$ cat src/rtl/keyed_ctrl_regs.sv
module keyed_ctrl_regs #(
  parameter int          NREGS      = 32,
  parameter int          ADDR_W     = 8,
  parameter logic [31:0] UNLOCK_KEY = 32'h5CA1_AB1E,
  parameter bit          STRICT     = 1'b1,
  parameter bit          PON_KEY    = 1'b0,
  parameter logic [31:0] SEED       = 32'hACE1_2468,
  parameter logic [NREGS*32-1:0] RST_VALS = '0
) (
  input  logic              clk,
  input  logic              rst_n,
  input  logic [ADDR_W-1:0] addr_i,
  input  logic              wr_en_i,
  input  logic [31:0]       wdata_i,
  input  logic              rd_en_i,
  output logic [31:0]       rdata_o,
  output logic              err_o,
  input  logic [31:0]       strap_a_i,
  input  logic [31:0]       strap_b_i
);
  localparam int DW = 32;
  localparam int IW = $clog2(NREGS);
  localparam logic [DW-1:0] TAPS = 32'h8020_0003;
  localparam logic [IW-1:0] A_KEY = IW'(0),  A_REV = IW'(1),  A_REV2 = IW'(2);
  localparam logic [IW-1:0] A_SET0 = IW'(4), A_SET1 = IW'(6), A_SET2 = IW'(8), A_SET3 = IW'(10);
  localparam logic [IW-1:0] A_STRA = IW'(12), A_PROA = IW'(14);
  localparam logic [IW-1:0] A_STRB = IW'(16), A_PROB = IW'(18);
  localparam logic [IW-1:0] A_PLL0 = IW'(20), A_PLL1 = IW'(21), A_PLL2 = IW'(22);
  localparam logic [IW-1:0] A_RNG = IW'(24), A_ID0 = IW'(26), A_ID1 = IW'(27);

  logic [DW-1:0] regs [NREGS];
  logic [DW-1:0] lfsr, lfsr_nxt, prot_word;
  logic [IW-1:0] idx, tgt;
  logic oob, blocked, is_set, is_clr, is_strap, is_pll, is_ro, is_rng, wr_ok, rd_zero;

  assign idx      = addr_i[IW-1:0];
  assign tgt      = idx - IW'(1);
  assign oob      = addr_i >= ADDR_W'(NREGS);
  assign is_set   = idx == A_SET0 || idx == A_SET1 || idx == A_SET2 || idx == A_SET3;
  assign is_clr   = idx == A_SET0 + IW'(1) || idx == A_SET1 + IW'(1) || idx == A_SET2 + IW'(1)
                 || idx == A_SET3 + IW'(1) || idx == A_STRA + IW'(1) || idx == A_STRB + IW'(1);
  assign is_strap = idx == A_STRA || idx == A_STRB;
  assign is_pll   = idx == A_PLL0 || idx == A_PLL1 || idx == A_PLL2;
  assign is_rng   = idx == A_RNG;
  assign is_ro    = idx == A_REV || idx == A_REV2 || is_rng || idx == A_ID0 || idx == A_ID1;
  assign blocked  = !regs[A_KEY][0] && idx != A_KEY;
  assign wr_ok    = wr_en_i && !oob && !is_ro && !(STRICT && blocked);
  assign prot_word = (idx == A_STRA) ? regs[A_PROA] : regs[A_PROB];
  assign lfsr_nxt = {1'b0, lfsr[DW-1:1]} ^ (lfsr[0] ? TAPS : '0);
  assign rd_zero  = oob || is_clr;

  always_ff @(posedge clk) begin
    if (!rst_n) begin
      for (int i = 0; i < NREGS; i++) regs[i] <= RST_VALS[i*DW +: DW];
      regs[A_STRA] <= strap_a_i;
      regs[A_STRB] <= strap_b_i;
      regs[A_KEY]  <= {31'b0, PON_KEY};
      lfsr    <= SEED;
      rdata_o <= '0;
      err_o   <= 1'b0;
    end else begin
      err_o <= wr_en_i && (oob || is_ro || blocked);
      if (wr_ok) begin
        if (idx == A_KEY)  regs[A_KEY] <= {31'b0, wdata_i == UNLOCK_KEY};
        else if (is_set)   regs[idx] <= regs[idx] | wdata_i;
        else if (is_clr)   regs[tgt] <= regs[tgt] & ~wdata_i;
        else if (is_strap) begin
          if (prot_word == '0) regs[idx] <= regs[idx] | wdata_i;
        end
        else regs[idx] <= wdata_i;
      end
      if (rd_en_i) begin
        if (rd_zero)      rdata_o <= '0;
        else if (is_rng) begin
          rdata_o <= lfsr_nxt;
          lfsr    <= lfsr_nxt;
        end
        else if (is_pll)  rdata_o <= regs[idx] | 32'h8000_0000;
        else              rdata_o <= regs[idx];
      end
    end
  end

  p_key_store_r1: assert property (@(posedge clk) disable iff (!rst_n)
    wr_en_i && !oob && idx == A_KEY |=> regs[A_KEY][0] == $past(wdata_i == UNLOCK_KEY));
  p_locked_err_r2: assert property (@(posedge clk) disable iff (!rst_n)
    wr_en_i && !oob && blocked |=> err_o);
  p_set_keeps_r3: assert property (@(posedge clk) disable iff (!rst_n)
    wr_ok && idx == A_SET0 |=> (regs[A_SET0] & $past(wdata_i)) == $past(wdata_i));
  p_clr_bits_r4: assert property (@(posedge clk) disable iff (!rst_n)
    wr_ok && idx == A_SET0 + IW'(1) |=> (regs[A_SET0] & $past(wdata_i)) == '0);
  p_pll_lock_r6: assert property (@(posedge clk) disable iff (!rst_n)
    rd_en_i && !oob && is_pll |=> rdata_o[31]);
  p_rng_live_r7: assert property (@(posedge clk) disable iff (!rst_n) lfsr != '0);
  p_ro_err_r8: assert property (@(posedge clk) disable iff (!rst_n)
    wr_en_i && !oob && is_ro |=> err_o);
  p_oob_err_r9: assert property (@(posedge clk) disable iff (!rst_n)
    wr_en_i && oob |=> err_o);
  p_oob_zero_r9: assert property (@(posedge clk) disable iff (!rst_n)
    rd_en_i && oob |=> rdata_o == '0);
  p_quiet_err_r11: assert property (@(posedge clk) disable iff (!rst_n)
    !wr_en_i |=> !err_o);
  p_hold_rd_r11: assert property (@(posedge clk) disable iff (!rst_n)
    !rd_en_i |=> $stable(rdata_o));
endmodule

$ cat config.mk
export PLATFORM = sky130hd
export DESIGN_NAME = keyed_ctrl_regs
export DESIGN_NICKNAME = d
export VERILOG_FILES = /design/src/rtl/keyed_ctrl_regs.sv
export SDC_FILE = /design/constraint.sdc
export NUM_CORES = 2
export LEC_CHECK = 0
export ABC_CLOCK_PERIOD_IN_PS = 9740
export BUFFER_PORTS_ARGS = -buffer_cell sky130_fd_sc_hd__buf_2
export CORE_MARGIN = 3
export CORE_UTILIZATION = 60
export CTS_CLUSTER_DIAMETER = 150
export CTS_CLUSTER_SIZE = 40
export DETAILED_ROUTE_END_ITERATION = 16
export MAX_ROUTING_LAYER = met4
export PLACE_DENSITY = 0.73
export SETUP_SLACK_MARGIN = 0.05
export SLEW_MARGIN = 25
export SYNTH_ARGS = -nofsm -noshare
export SYNTH_HDL_FRONTEND = slang
export SYNTH_SLANG_ARGS = --single-unit
$ cat constraint.sdc
create_clock -name clk -period 9.74 [get_ports clk]
set_clock_uncertainty 0.05 [all_clocks]
set_input_delay 0.487 -clock clk [delete_from_list [all_inputs] [get_ports clk]]
set_output_delay 0.487 -clock clk [all_outputs]
set_load 0.005 [all_outputs]
==> impl_table.tex <==
\begin{tabular}{lr}
\hline
Metric & Value \\
\hline
\multicolumn{2}{l}{\textbf{Status}} \\
Run status & completed \\
\multicolumn{2}{l}{\textbf{Pwr}} \\
Switching Power & 2.25 mW \\
Power share of the combinational group & 0.146 \\
Total internal power & 6.39 mW \\
Switching Fraction & 0.260 \\
Leakage dissipation & a little under 20 nW \\
Clock network fraction of design power & 0.232 \\
Sequential group share of total power & 0.621 \\
Cell Pwr Density & 146 nW/um\^{}2 \\
VDD IR-drop max & 154 uV \\
\multicolumn{2}{l}{\textbf{Floorplan}} \\
Full die area & between 90000 and 100000 um\^{}2 \\
Standard cell core area & 92600 um\^{}2 \\
Effective utilization at floorplan & 0.611 \\
Die width & 313 um \\
Die Ht & 313 um \\
Std cell rows & approximately 110 \\
Top-level I/O count & $\sim$140 \\
\multicolumn{2}{l}{\textbf{Critical path}} \\
Worst R2R Path Depth & 7 \\
Max incr delay on CP & 1.17 ns \\
Critical path capture point type & flip-flop \\
Critical register-to-register path startpoint & regs[14][4]\$\_SDFFCE\_PN0P\_ \\
Required time reported for the critical path endpoint & 10.03 ns \\
Destination of the worst register-to-register timing path & regs[1][17]\$\_SDFFCE\_PN0P\_ \\
Highest-delay cell along the critical path & sky130\_fd\_sc\_hd\_\_nand2\_2 \\
Crit-path cells & buf\_2, buf\_4, nand2b\_1, a211oi\_2, a211oi\_2, xnor2\_1, o311ai\_1, nand3\_2, nand2\_2 \\
Reg-to-reg slack, setup & 4.26 ns \\
Critical Setup Path Class & input pin to flip-flop \\
Critical Path End & regs[1][17]\$\_SDFFCE\_PN0P\_ \\
Cell with the most instances on the worst path & sky130\_fd\_sc\_hd\_\_a211oi\_2 \\
Maximum net fanout on the critical path & 33 \\
Launching element type of the critical path & input pin \\
Data arrival time of the critical path & 6.03 ns \\
Critical path origin & addr\_i[3] \\
\multicolumn{2}{l}{\textbf{Synthesis}} \\
Async SR Flop Fraction & 0 \\
Number of enable flip-flop cells after synthesis & 1024 \\
Register bit count reported by yosys & 1089 \\
Yosys warning count & 0 \\
Average cell area after synthesis & 13.7 um\^{}2 \\
Most area-consuming cells after synthesis & sky130\_fd\_sc\_hd\_\_edfxtp\_1 (54\%), sky130\_fd\_sc\_hd\_\_mux4\_2 (19\%), sky130\_fd\_sc\_hd\_\_nor2\_1 (6.8\%) \\
Fraction of post-synthesis cell area in the top cell type by area & 0.544 \\
Largest area contributor in the netlist & sky130\_fd\_sc\_hd\_\_edfxtp\_1 \\
Count of cell types in the netlist & 79 \\
Register area share after synthesis & 0.567 \\
Synthesized cell area & 56600 um\^{}2 \\
Dominant synthesized flop cell & sky130\_fd\_sc\_hd\_\_edfxtp\_1 \\
Net count of the mapped netlist & about 4200 \\
Post-Syn Instances & 4123 \\
\multicolumn{2}{l}{\textbf{Global route}} \\
First-pass GRT wire length & approximately 270 mm \\
Remaining Overflow, GRT & 0 \\
Pin count of the biggest net entering global routing & 127 \\
Initial antenna violation count & 8 \\
Vias in the first global route & 37700 \\
GRT Total Usage & 0.398 \\
\multicolumn{2}{l}{\textbf{Clock network}} \\
Clock root buffer & sky130\_fd\_sc\_hd\_\_clkbuf\_16 \\
CTS tree & yes \\
Clock insertion delay at the later pin of the skew report & 0.72 ns \\
Reg clk slew, reported paths & 0.14 ns \\
Number of sinks driven by the clock tree & 1089 \\
CTS hold repair buffers & 0 \\
Total CTS buffers & 31 \\
Maximum count of clock buffers along a single path & 3 \\
Number of resized instances in the post-cts repair step & 0 \\
H-Tree Level Count & 1 \\
Post-CTS repair timing setup buffer count & 0 \\
\multicolumn{2}{l}{\textbf{Timing}} \\
Final-layout setup total negative slack & 0 ns \\
Transition at the pin with the smallest max-transition slack & 1.17 ns \\
Highest attainable clock frequency & 174 MHz \\
Count of final max-slew check failures & 0 \\
Slew Limit Headroom & 0.216 \\
RSZ-0062 raised after global routing & false \\
Final worst-path cycle share & 0.589 \\
Endpoints failing hold & 0 \\
Final critical-path setup slack & 4.00 ns \\
Final period demand of the worst path & about 5.7 ns \\
Final setup violation count & 0 \\
\multicolumn{2}{l}{\textbf{Detailed routing}} \\
Wire length after detailed routing & 190 mm \\
Number of vias after detailed routing & 39400 \\
Mean routed wirelength per cell & between 30 and 40 um \\
Count of routing violations after the opening detailed-route iteration & around 7200 \\
First-pass iteration count of the detailed router & 9 \\
Vias per cell & around 7.4 \\
Antenna-violating nets left & 0 \\
DRC violation count after routing & 0 \\
\multicolumn{2}{l}{\textbf{Placement}} \\
Count of buffers inserted at the top-level ports & between 100 and 150 \\
Pre-CTS setup slack & around 3.4 ns \\
Estimated wirelength of the detail-placed design & 122 mm \\
Final GP Congestion & 1.02 \\
\multicolumn{2}{l}{\textbf{Hold path}} \\
Min-Delay Path Class & input pin to flip-flop \\
\multicolumn{2}{l}{\textbf{Final layout}} \\
Fin nets & about 4100 \\
Post-synthesis to final-layout area growth & 4.82\% \\
Final-layout fill cell count & 6861 \\
Fraction of layout cells with a size suffix above 1 & 0.226 \\
\multicolumn{2}{l}{\textbf{Flow run}} \\
Maxcap violations & 0 \\
\hline
\end{tabular}
registers in the layout (all words and copies together), names as in the netlist:
signal   cells
regs      1024
rdata_o     32
lfsr        32
err_o        1
per-stage QoR:
| step | hold slack [ns] | utilization | total power, mW | area (um^2) | cells |
|---|---|---|---|---|---|
| finish | 0.0405 | 0.640 | 8.63 | 59300 | 5293 |
| detailed placement | 0.398 | 0.630 | 6.69 | 58300 | 5226 |
| global placement | 0.392 | 0.629 | 6.67 | 58300 | 5224 |
| CTS | 0.0376 | 0.640 | 8.57 | 59200 | 5283 |
| floorplan | 0.381 | - | 6.21 | 56600 | 4123 |
| global route | 0.0540 | 0.640 | 8.80 | 59300 | 5291 |
cells in the final DEF, fill, tap and decap left out, types with 21 or more instances in the layout:
cell type / netlist / layout
sky130_fd_sc_hd__nand2_2: 0 / 23
sky130_fd_sc_hd__o32a_1: 23 / 22
sky130_fd_sc_hd__nand2_1: 161 / 131
sky130_fd_sc_hd__inv_1: 75 / 74
sky130_fd_sc_hd__a22oi_1: 51 / 51
sky130_fd_sc_hd__nand4_1: 28 / 28
sky130_fd_sc_hd__dfxtp_1: 65 / 65
sky130_fd_sc_hd__nand3_1: 28 / 25
sky130_fd_sc_hd__a221oi_1: 48 / 48
sky130_fd_sc_hd__mux2i_1: 260 / 260
sky130_fd_sc_hd__clkbuf_1: 174 / 25
sky130_fd_sc_hd__mux4_2: 467 / 467
sky130_fd_sc_hd__edfxtp_1: 1024 / 1024
sky130_fd_sc_hd__o22ai_1: 51 / 50
sky130_fd_sc_hd__nor2_1: 1028 / 1025
sky130_fd_sc_hd__mux2_2: 50 / 50
sky130_fd_sc_hd__a21oi_1: 83 / 78
sky130_fd_sc_hd__buf_2: 182 / 137
sky130_fd_sc_hd__buf_4: 33 / 133
sky130_fd_sc_hd__o21ai_0: 21 / 21
sky130_fd_sc_hd__clkbuf_16: 0 / 31
sky130_fd_sc_hd__a222oi_1: 25 / 25
cell families after synthesis:
family | share of synthesized area
AND/OR/NAND/NOR | 0.100
flip-flops | 0.567
multiplexers | 0.242
buffers and inverters | 0.0392
AO/OA/AOI/OAI | 0.0487
XOR/XNOR | 0.00228
adder cells (fa/ha/maj) | 0.00111
how the worst min path moves through the flow:
stage               depth (start not counted)  slack [ns]                   from                     to
floorplan                                   2        0.38  lfsr[11]$_SDFFE_PN0P_  lfsr[10]$_SDFFE_PN1P_
global placement                            2        0.39  lfsr[24]$_SDFFE_PN0P_  lfsr[23]$_SDFFE_PN1P_
detailed placement                          2        0.40  lfsr[23]$_SDFFE_PN1P_  lfsr[22]$_SDFFE_PN1P_
CTS                                         3        0.04           strap_a_i[1]  regs[12][1]$_DFFE_PP_
global route                                3        0.05           strap_b_i[3]  regs[16][3]$_DFFE_PP_
finish                                      3        0.04           strap_a_i[1]  regs[12][1]$_DFFE_PP_
cell type report:
type | count | area [um^2] | share of cell area
multi-input cells | 2538 | 22600 | 0.382
diodes | 10 | 25.0 | 0.000422
well taps | 1243 | 1560 | 0.0262
inverters | 78 | 294 | 0.00496
clock inverters | 1 | 30.0 | 0.000506
clock buffers | 56 | 870 | 0.0147
repair buffers | 278 | 1840 | 0.0310
flip-flops and latches | 1089 | 32100 | 0.541
cells in the mapped netlist, types with 9 or more instances:
| library cell | instances |
|---|---|
| sky130_fd_sc_hd__o22ai_1 | 51 |
| sky130_fd_sc_hd__dfxtp_1 | 65 |
| sky130_fd_sc_hd__nand2b_1 | 10 |
| sky130_fd_sc_hd__a222oi_1 | 25 |
| sky130_fd_sc_hd__nand4_1 | 28 |
| sky130_fd_sc_hd__mux4_2 | 467 |
| sky130_fd_sc_hd__buf_1 | 28 |
| sky130_fd_sc_hd__mux2i_1 | 260 |
| sky130_fd_sc_hd__buf_4 | 33 |
| sky130_fd_sc_hd__o21ai_0 | 21 |
| sky130_fd_sc_hd__o32a_1 | 23 |
| sky130_fd_sc_hd__mux2_2 | 50 |
| sky130_fd_sc_hd__nor4_1 | 18 |
| sky130_fd_sc_hd__nor2_1 | 1028 |
| sky130_fd_sc_hd__a221oi_1 | 48 |
| sky130_fd_sc_hd__and3_1 | 9 |
| sky130_fd_sc_hd__o211ai_1 | 17 |
| sky130_fd_sc_hd__nor3_1 | 16 |
| sky130_fd_sc_hd__a22oi_1 | 51 |
| sky130_fd_sc_hd__or4_1 | 17 |
| sky130_fd_sc_hd__a21oi_1 | 83 |
| sky130_fd_sc_hd__buf_2 | 182 |
| sky130_fd_sc_hd__clkbuf_1 | 174 |
| sky130_fd_sc_hd__edfxtp_1 | 1024 |
| sky130_fd_sc_hd__nor2b_1 | 10 |
| sky130_fd_sc_hd__nand2_1 | 161 |
| sky130_fd_sc_hd__inv_1 | 75 |
| sky130_fd_sc_hd__nand3_1 | 28 |
critical path: cells and delay by family:
kind	cells	cell delay, ns
xor gates and xnor gates	1	0.32
AOI/OAI and AO/OA	3	1.61
buffers and inverters	2	0.99
and+or+nand+nor	3	2.52
power by group through the flow:
| stage | combinational, mW | clock [mW] | sequential [mW] |
|---|---|---|---|
| after floorplan | 0.786 | 0 | 5.42 |
| after global placement | 1.21 | 0 | 5.45 |
| after detailed placement | 1.22 | 0 | 5.46 |
| after CTS | 1.23 | 1.99 | 5.36 |
| after global routing | 1.29 | 2.13 | 5.38 |
| final | 1.26 | 2.01 | 5.37 |
layer usage:
layer,share of wire,global-route usage,vias to the layer above,routed length (um)
met5,0,-,-,0
met4,0.065,0.205,0,12300
met3,0.15,0.115,484,29300
met2,0.44,0.564,3501,83500
met1,0.34,0.528,19900,64700
li1,-,-,15500,-
Note: power is estimated with default switching activity, not from simulation.
